## src/rtl/reconf_pkg.sv

```systemverilog
package reconf_pkg;

    typedef enum logic [1:0] {
        NET_STAR    = 2'd0,
        NET_RESTORE = 2'd1,
        NET_RING    = 2'd2
    } net_state_e;

endpackage

```

## src/rtl/ring_path_planner.sv

```systemverilog
module ring_path_planner #(
    parameter int N     = 6,
    parameter int IDX_W = 3
) (
    input  logic [N-1:0] ok,
    input  logic [N-1:0] need,
    output logic [N-1:0] links
);

    function automatic logic [N-1:0] path_for(input int u, input logic [N-1:0] healthy);
        int dcw;
        int dccw;
        logic [N-1:0] m;
        dcw  = 0;
        dccw = 0;
        m    = '0;
        for (int d = N - 1; d >= 1; d--) begin
            if (healthy[IDX_W'((u + d) % N)])     dcw  = d;
            if (healthy[IDX_W'((u - d + N) % N)]) dccw = d;
        end
        if (dcw != 0) begin
            if (dcw <= dccw) begin
                for (int k = 0; k < N - 1; k++)
                    if (k < dcw) m[IDX_W'((u + k) % N)] = 1'b1;
            end else begin
                for (int k = 0; k < N - 1; k++)
                    if (k < dccw) m[IDX_W'((u - 1 - k + 2 * N) % N)] = 1'b1;
            end
        end
        return m;
    endfunction

    logic [N-1:0] paths [N];

    for (genvar u = 0; u < N; u++) begin : g_unit
        assign paths[u] = need[u] ? path_for(u, ok) : '0;
    end

    always_comb begin
        links = '0;
        for (int u = 0; u < N; u++) links = links | paths[IDX_W'(u)];
    end

endmodule

```

## src/rtl/balance_tracker.sv

```systemverilog
module balance_tracker #(
    parameter int N      = 6,
    parameter int HOLD_W = 8
) (
    input  logic              clk,
    input  logic              rst_n,
    input  logic [N-1:0]      elig,
    input  logic [N-1:0]      congest,
    input  logic [N-1:0]      pkt_tick,
    input  logic [HOLD_W-1:0] hold,
    output logic [N-1:0]      bal_nxt,
    output logic [N-1:0]      sel_q
);

    for (genvar u = 0; u < N; u++) begin : g_unit
        logic              bal_r;
        logic              sel_r;
        logic [HOLD_W-1:0] cnt_r;
        logic [HOLD_W:0]   cnt_inc;
        logic              keep;

        assign cnt_inc    = {1'b0, cnt_r} + {{HOLD_W{1'b0}}, 1'b1};
        assign keep       = bal_r & (cnt_inc < {1'b0, hold});
        assign bal_nxt[u] = elig[u] & (congest[u] | keep);
        assign sel_q[u]   = sel_r;

        always_ff @(posedge clk or negedge rst_n) begin
            if (!rst_n) begin
                bal_r <= 1'b0;
                sel_r <= 1'b0;
                cnt_r <= '0;
            end else begin
                bal_r <= bal_nxt[u];
                sel_r <= bal_nxt[u] & (sel_r ^ pkt_tick[u]);
                cnt_r <= (congest[u] | ~bal_nxt[u]) ? '0 : cnt_r + 1'b1;
            end
        end
    end

endmodule

```

## src/rtl/master_picker.sv

```systemverilog
module master_picker #(
    parameter int N      = 6,
    parameter int IDLE_W = 4,
    parameter int IDX_W  = 3
) (
    input  logic [N*IDLE_W-1:0] idle_level,
    output logic [IDX_W-1:0]    best
);

    logic [IDLE_W-1:0] lvl [N];

    for (genvar u = 0; u < N; u++) begin : g_unpack
        assign lvl[u] = idle_level[u*IDLE_W +: IDLE_W];
    end

    always_comb begin
        logic [IDLE_W-1:0] top;
        best = '0;
        top  = lvl[0];
        for (int u = 1; u < N; u++) begin
            if (lvl[IDX_W'(u)] > top) begin
                top  = lvl[IDX_W'(u)];
                best = IDX_W'(u);
            end
        end
    end

endmodule

```

## src/rtl/reconf_ctrl.sv

```systemverilog
module reconf_ctrl
    import reconf_pkg::*;
#(
    parameter int N      = 6,
    parameter int IDLE_W = 4,
    parameter int HOLD_W = 8,
    localparam int IDX_W = (N > 1) ? $clog2(N) : 1
) (
    input  logic                clk,
    input  logic                rst_n,
    input  logic [N-1:0]        star_fault,
    input  logic [N-1:0]        star_congest,
    input  logic                hub_fail,
    input  logic [N*IDLE_W-1:0] idle_level,
    input  logic [N-1:0]        pkt_tick,
    input  logic [N-1:0]        bypass_req,
    input  logic [1:0]          rec_link_fault,
    input  logic [HOLD_W-1:0]   hold_cycles,
    output logic [N-1:0]        star_en,
    output logic [N-1:0]        ring_en,
    output logic [N-1:0]        bypass_en,
    output logic [N-1:0]        split_sel,
    output logic                master_valid,
    output logic [IDX_W-1:0]    master_id,
    output logic                restore_req,
    output logic [1:0]          rec_link_en,
    output logic                fatal_err
);

    net_state_e state_q, state_d;

    logic [N-1:0]     flt_q, flt_d;
    logic [1:0]       rec_q, rec_d;
    logic             hub_ok_d;
    logic [N-1:0]     elig;
    logic [N-1:0]     bal_nxt;
    logic [N-1:0]     path_links;
    logic [IDX_W-1:0] best_unit;

    assign flt_d    = flt_q | star_fault;
    assign rec_d    = rec_q | rec_link_fault;
    assign hub_ok_d = (state_d == NET_STAR);
    assign elig     = hub_ok_d ? ~flt_d : '0;

    // next-state logic
    always_comb begin
        unique case (state_q)
            NET_STAR:    state_d = hub_fail ? NET_RESTORE : NET_STAR;
            NET_RESTORE: state_d = NET_RING;
            NET_RING:    state_d = NET_RING;
            default:     state_d = NET_STAR;
        endcase
    end

    // state and latched fault flags
    always_ff @(posedge clk or negedge rst_n) begin
        if (!rst_n) begin
            state_q <= NET_STAR;
            flt_q   <= '0;
            rec_q   <= '0;
        end else begin
            state_q <= state_d;
            flt_q   <= flt_d;
            rec_q   <= rec_d;
        end
    end

    balance_tracker #(.N(N), .HOLD_W(HOLD_W)) u_bal (
        .clk      (clk),
        .rst_n    (rst_n),
        .elig     (elig),
        .congest  (star_congest),
        .pkt_tick (pkt_tick),
        .hold     (hold_cycles),
        .bal_nxt  (bal_nxt),
        .sel_q    (split_sel)
    );

    ring_path_planner #(.N(N), .IDX_W(IDX_W)) u_plan (
        .ok    (~flt_d),
        .need  (flt_d | bal_nxt),
        .links (path_links)
    );

    master_picker #(.N(N), .IDLE_W(IDLE_W), .IDX_W(IDX_W)) u_pick (
        .idle_level (idle_level),
        .best       (best_unit)
    );

    // registered configuration outputs, all loaded at the same edge
    always_ff @(posedge clk or negedge rst_n) begin
        if (!rst_n) begin
            star_en      <= '1;
            ring_en      <= '0;
            bypass_en    <= '0;
            master_valid <= 1'b0;
            master_id    <= '0;
            restore_req  <= 1'b0;
            rec_link_en  <= 2'b01;
            fatal_err    <= 1'b0;
        end else begin
            fatal_err <= &rec_d;
            unique case (state_d)
                NET_STAR: begin
                    star_en      <= ~flt_d;
                    ring_en      <= path_links | bypass_req;
                    bypass_en    <= bypass_req;
                    master_valid <= 1'b0;
                    restore_req  <= 1'b0;
                    rec_link_en  <= {rec_d[0] & ~rec_d[1], ~rec_d[0]};
                end
                NET_RESTORE: begin
                    star_en      <= '0;
                    ring_en      <= '1;
                    bypass_en    <= '0;
                    master_valid <= 1'b1;
                    master_id    <= best_unit;
                    restore_req  <= 1'b1;
                    rec_link_en  <= 2'b00;
                end
                NET_RING: begin
                    star_en      <= '0;
                    ring_en      <= '1;
                    bypass_en    <= '0;
                    master_valid <= 1'b1;
                    restore_req  <= 1'b0;
                    rec_link_en  <= 2'b00;
                end
                default: begin
                    star_en      <= '1;
                    ring_en      <= '0;
                    bypass_en    <= '0;
                    master_valid <= 1'b0;
                    restore_req  <= 1'b0;
                    rec_link_en  <= 2'b00;
                end
            endcase
        end
    end

endmodule

```

## config.mk

```make
export PLATFORM = sky130hd
export DESIGN_NAME = reconf_ctrl
export DESIGN_NICKNAME = d
export VERILOG_FILES = /design/src/rtl/reconf_pkg.sv /design/src/rtl/ring_path_planner.sv /design/src/rtl/balance_tracker.sv /design/src/rtl/master_picker.sv /design/src/rtl/reconf_ctrl.sv
export SDC_FILE = /design/constraint.sdc
export NUM_CORES = 1
export LEC_CHECK = 0
export ABC_CLOCK_PERIOD_IN_PS = 2580
export BUFFER_PORTS_ARGS = -buffer_cell sky130_fd_sc_hd__buf_2
export CORE_ASPECT_RATIO = 0.8
export CORE_MARGIN = 3
export CORE_UTILIZATION = 46
export DETAILED_ROUTE_END_ITERATION = 10
export HOLD_SLACK_MARGIN = 0.1
export PLACE_DENSITY = 0.68
export RECOVER_POWER = 25
export SYNTH_ARGS = -nofsm -noshare
export SYNTH_HDL_FRONTEND = slang
export SYNTH_SLANG_ARGS = --single-unit
```

## constraint.sdc

```tcl
create_clock -name clk -period 2.58 [get_ports clk]
set_input_delay 0.516 -clock clk [delete_from_list [all_inputs] [get_ports clk]]
set_output_delay 0.516 -clock clk [all_outputs]
set_load 0.02 [all_outputs]
```

Word-level counts from Yosys, hierarchy flattened
Index checks and enable logic that the tools add are counted.
{"block": "word_totals", "ff_bits": 96, "latchBits": 0, "ramBits": 0, "romBits": 0, "input_bits": 61, "out_inout_bits": 32, "elab_cells": 128, "memories": 0}
{"block": "op_classes", "addsub": 12, "n_mul": 0, "div_mod_pow": 0, "n_lt_le_gt_ge": 9, "n_eq_ne": 4, "shift": 0, "n_mux": 20, "n_bitwise": 48, "reduce_logical": 6}
{"op": "8-bit by 1-bit adder with 9-bit output, second input constant", "count": 6}
{"op": "9-bit by 8-bit less-than comparator with 1-bit output", "count": 6}
{"op": "8-bit by 1-bit adder with 8-bit output, second input constant", "count": 6}
{"op": "8-bit 2-to-1 mux", "count": 6}
{"op": "1-bit bitwise AND", "count": 19}
{"op": "6-bit 2-to-1 mux", "count": 3}
{"op": "4-bit > comparator", "count": 3}
{"op": "1-bit OR", "count": 12}
{"op": "6-bit case mux with 2 select lines", "count": 1}
{"op": "4-bit 2-to-1 mux", "count": 2}
{"op": "1-bit inverter", "count": 8}
{"op": "3-bit 2-to-1 mux", "count": 2}
{"op": "6-bit inverter", "count": 1}
{"op": "6-bit OR", "count": 1}
{"op": "1-bit bitwise XOR", "count": 6}
{"op": "2-bit by 1-bit == test with 1-bit output, second input constant", "count": 2}
{"op": "2-bit == test, second input constant", "count": 2}
{"op": "2-bit logical NOT", "count": 2}
{"op": "1-bit 2-to-1 mux", "count": 4}
{"op": "2-bit case mux with 2 select lines", "count": 1}
{"op": "2-bit OR reduction", "count": 2}
{"op": "3-bit OR reduction", "count": 1}
{"op": "2-bit 2-to-1 mux", "count": 1}
{"op": "2-bit OR", "count": 1}
{"op": "2-bit AND reduction", "count": 1}

Depth between registers and ports, before layout
{"block": "logic_depth", "ltp_word": 9, "mapped_depth": 17, "depth_no_buf": 17}

Hierarchy
Synthesis repeated with hierarchy kept, for this count alone.
{"block": "unflattened", "hier_cells": 537, "hier_area_um2": 5835.6}
{"module": "balance_tracker", "n_inst": 1, "cells_each": 374, "area_per_inst_um2": 4000.1, "seq_area_each_um2": 1501.4}
{"module": "reconf_ctrl", "n_inst": 1, "cells_each": 107, "area_per_inst_um2": 1378.8, "seq_area_each_um2": 909.6}
{"module": "master_picker", "n_inst": 1, "cells_each": 49, "area_per_inst_um2": 407.9, "seq_area_each_um2": 0.0}
{"module": "ring_path_planner", "n_inst": 1, "cells_each": 7, "area_per_inst_um2": 48.8, "seq_area_each_um2": 0.0}

Worst setup path before layout
No wires, ideal clock.
{"block": "synth_timing", "path_type": "input -> register", "from": "input port idle_level[1]", "to": "register master_id[0]", "setup_ns": 0.121, "arrival_ns": 3.565, "required_ns": 2.459, "slack_ns": -1.106, "path_stages": 16, "path_buffers": 0, "path_cell_list": "inv_1 -> ha_1 -> nor2b_1 -> o41ai_2 -> a21oi_2 -> mux2_4 -> ha_1 -> nand4_1 -> o21ai_0 -> a21oi_1 -> mux2_2 -> ha_1 -> a21oi_1 -> o21ai_0 -> a21bo_2 -> o22a_1"}
{"block": "synth_via", "elab_chain_len": 6, "elab_cells_between_ends": 8, "classes_between": "3 x order compare; 5 x mux"}
{"item": "start: declaration", "line_no": "reconf_ctrl.sv:14", "rtl": "input logic [N*IDLE_W-1:0] idle_level,"}
{"item": "4-bit > comparator", "line_no": "master_picker.sv:21", "rtl": "if (lvl[IDX_W'(u)] > top) begin"}
{"item": "4-bit 2-to-1 mux", "line_no": "master_picker.sv:21"}
{"item": "4-bit > comparator", "line_no": "master_picker.sv:21"}
{"item": "4-bit 2-to-1 mux", "line_no": "master_picker.sv:21"}
{"item": "4-bit > comparator", "line_no": "master_picker.sv:21"}
{"item": "3-bit 2-to-1 mux (*)", "line_no": "master_picker.sv:21"}
{"item": "end signal: assignment", "line_no": "reconf_ctrl.sv:117", "rtl": "master_id <= best_unit;"}
{"item": "end: declaration", "line_no": "reconf_ctrl.sv:24", "rtl": "output logic [IDX_W-1:0] master_id,"}
Every way passes the cells marked *; elsewhere a longest branch is shown, timed or not.
A chain may end at the register's enable or synchronous reset.

Worst setup path in the final report
{"block": "layout_timing", "from": "input port idle_level[6]", "to": "register master_id[0]"}
Same word-level chain as after synthesis.

==> results.txt <==
Final Hold Fails: 0
top_reg_cell synth: dfrtp_1
met2 usage: 31.4%
H-tree lvl count: 3
die area: 0.0125 mm²
Skew-Pair Late Insertion Delay: 0.34 ns
Static Leak: 3.10 nW
fin crit period: 3.32 ns
multi-input logic area: 0.00282 mm²
worst-margin pin slew: 1.10 ns
antenna diode count: 0
drt pass-1 iters: 4
Initial Utilization: 48.6%
Tcrit/Tclk final: 129%
DR vias: 3780
M1 GR Usage: 25.6%
Power Dens Cells: 593 mW/mm²
CTS buffer count: 9
Port Buffer Count: 83
Hold Crit Class: in2async
global-route wire length before repair: 18600 µm
top cell type by total area after synthesis: dfrtp_1
outcome: complete, but fails checks
clock-pin slew on the worst setup and hold paths: 0.06 ns
vias in the first global route: 3888
final setup margin: -0.743 ns
Clock Path Buffers: 2
Critical Path RT: 2.80 ns
Commonest cells post-synth: dfrtp_1, ha_1, nor2b_1
Residual DRC: 0
Register Area: 0.00226 mm²
Worst Setup End Kind: flop
CTS tree: built
# nets final: 726
Ys Warns: 0
io pins: 93
part of the Yosys area used for sequential elements: 44.0%
failing checks: setup timing
initial antenna violation count: 0
Startpoint Class: input pin
met3 usage: 4.71%
share of layout cells above drive strength 1: 30.2%
busiest grt layer: met2
final setup vio count: 2
DR vias/cell: 5.07
post-synth top area share: 40.5%
largest net degree at the start of global routing: 44
hpwl dp: 8540 µm
Cells after Synth: 494
Fill cells: 918
Max VDD drop: 0.302 mV
total track usage: 19.2%
Slew Viols, Final: 0
Post-Route WL: 11200 µm
clk sinks: 90
Rel. slew slack: 27.0%
number of synthesized flops with an enable pin: 0
Max Fclk: 0.301 GHz
die span in y: 100 µm
DRT iter0 DRCs: 154
Syn Nets: 620
flop2flop setup slack: 0.14 ns
Final Power: 3.74 mW
Crit Path Category: in2reg
Mapped Area: 0.00513 mm²
number of synthesized register bits: 90
width of the chip: 124 µm
Final GP Congestion: 0.827
Layout Skew: 0.00820 ns
GR Overflow Total: 0
count of different cell masters after synthesis: 38
Syn Area/Cell: 10.4 µm²
top post-synthesis cells by area: dfrtp_1, ha_1, nor2b_1, xnor2_1, dfstp_2
Synth async-reset ratio: 100%
DRT antenna net count: 0
CP arrival: 3.55 ns
wire per inst: 15.0 µm
cts hold-fix bufs: 0
root buffer cell: clkbuf_16
max cap viols: 0
Area growth, synth to finish: 23.0%
RSZ-0062 raised after global routing: yes
Row Count: 33
top-count cell post-synth: dfrtp_1
post-layout util: 59.7%
Core Footprint: 0.0106 mm²
Crit Path Max Fanout: 5
## timing repair
action,in CTS,in global routing
setup buffers,3,6
resized for setup,9,16
pin swaps,13,18
setup endpoints to repair,2,45
## logic make-up (layout without fill, tap and decap cells)
logic type / after synthesis / after routing / synth area share, %
simple gates: 185 / 185 / 19.9
flops: 90 / 90 / 44.0
fa+ha+maj: 65 / 65 / 15.8
compound gates: 52 / 52 / 6.61
buf+inv: 51 / 162 / 4.61
xor+xnor: 42 / 42 / 7.17
mux: 8 / 8 / 1.75
other cells: 1 / 1 / 0.0730
## power by group
group	internal [mW]	switching (mW)	leakage, nW
logic	0.357	0.514	1.79
registers	1.55	0.0392	1.16
clock network	0.775	0.513	0.144
total	2.68	1.07	3.10
## cells in the final DEF (no fill, tap or decap), drive strengths merged, types with 8 or more instances in the layout
| master | Yosys | routed |
|---|---|---|
| a21oi | 23 | 23 |
| and2 | 8 | 8 |
| buf | 12 | 105 |
| clkbuf | 0 | 15 |
| dfrtp | 83 | 83 |
| ha | 65 | 65 |
| inv | 39 | 39 |
| nand2 | 18 | 18 |
| nand3 | 31 | 31 |
| nor2 | 35 | 35 |
| nor2b | 43 | 43 |
| or2 | 14 | 14 |
| xnor2 | 26 | 26 |
| xor2 | 16 | 16 |
## layout make-up
class | count | share of cell area [%]
sequential | 90 | 35.9
clock buffer | 13 | 3.96
timing repair buffer | 107 | 9.75
multi-input combinational | 353 | 44.6
inverter | 39 | 2.40
clock inverter | 3 | 0.634
tap | 140 | 2.78
## worst max-delay path: stages
cell and delay (ns):
buf_2 0.12, ha_4 0.23, nand4_1 0.14, o41ai_4 0.11, a21oi_4 0.25, mux2i_2 0.28
ha_1 0.27, nor2b_1 0.13, o21ai_1 0.15, a21oi_2 0.08, buf_4 0.14, mux2_4 0.31
ha_4 0.25, a21oi_2 0.11, o21ai_1 0.08, a21bo_2 0.22, o22a_1 0.16
## registers in the layout, summed over array words and instances, names as in the netlist, 2 cells and up
name and flops:
u_bal.g_unit.cnt_r 48, flt_q 6, master_id 2, rec_q 2, rec_link_en 2, u_bal.g_unit.sel_r 6, state_q 2, bypass_en 6
u_bal.g_unit.bal_r 6, star_en 6
## stage by stage
step | hold WS, ns | TNS (ns) | area [µm²] | worst slack [ns] | std cells
after detailed placement | 0.430 | -2.47 | 5850 | -1.24 | 720
after CTS | 0.191 | -1.45 | 6220 | -0.737 | 739
final | 0.363 | -1.48 | 6310 | -0.743 | 745
after floorplan | 0.220 | -1.82 | 5220 | -0.910 | 494
after global placement | 0.431 | -2.28 | 5850 | -1.14 | 720
after global routing | 0.364 | -1.75 | 6310 | -0.843 | 745
## routing by layer
metal	vias to the layer above	wire length, µm
met2	68	5430
li1	1888	-
met4	0	207
met3	14	407
met5	-	0
met1	1810	5140
## final timing paths
path	to	cells past startpoint	from
worst max register to register	u_bal.g_unit[1].cnt_r[3]$_DFF_PN0_	10	u_bal.g_unit[1].cnt_r[2]$_DFF_PN0_
worst max-delay path	master_id[0]$_DFFE_PN0P_	17	idle_level[6]
worst min register to register	flt_q[3]$_DFF_PN0_	1	flt_q[3]$_DFF_PN0_
min in group clk	flt_q[5]$_DFF_PN0_	2	star_fault[5]
max in group asynchronous	u_bal.g_unit[3].cnt_r[0]$_DFF_PN0_	2	rst_n
worst min-delay path	u_bal.g_unit[0].sel_r$_DFF_PN0_	1	rst_n
(Power assumes the default switching activity.)
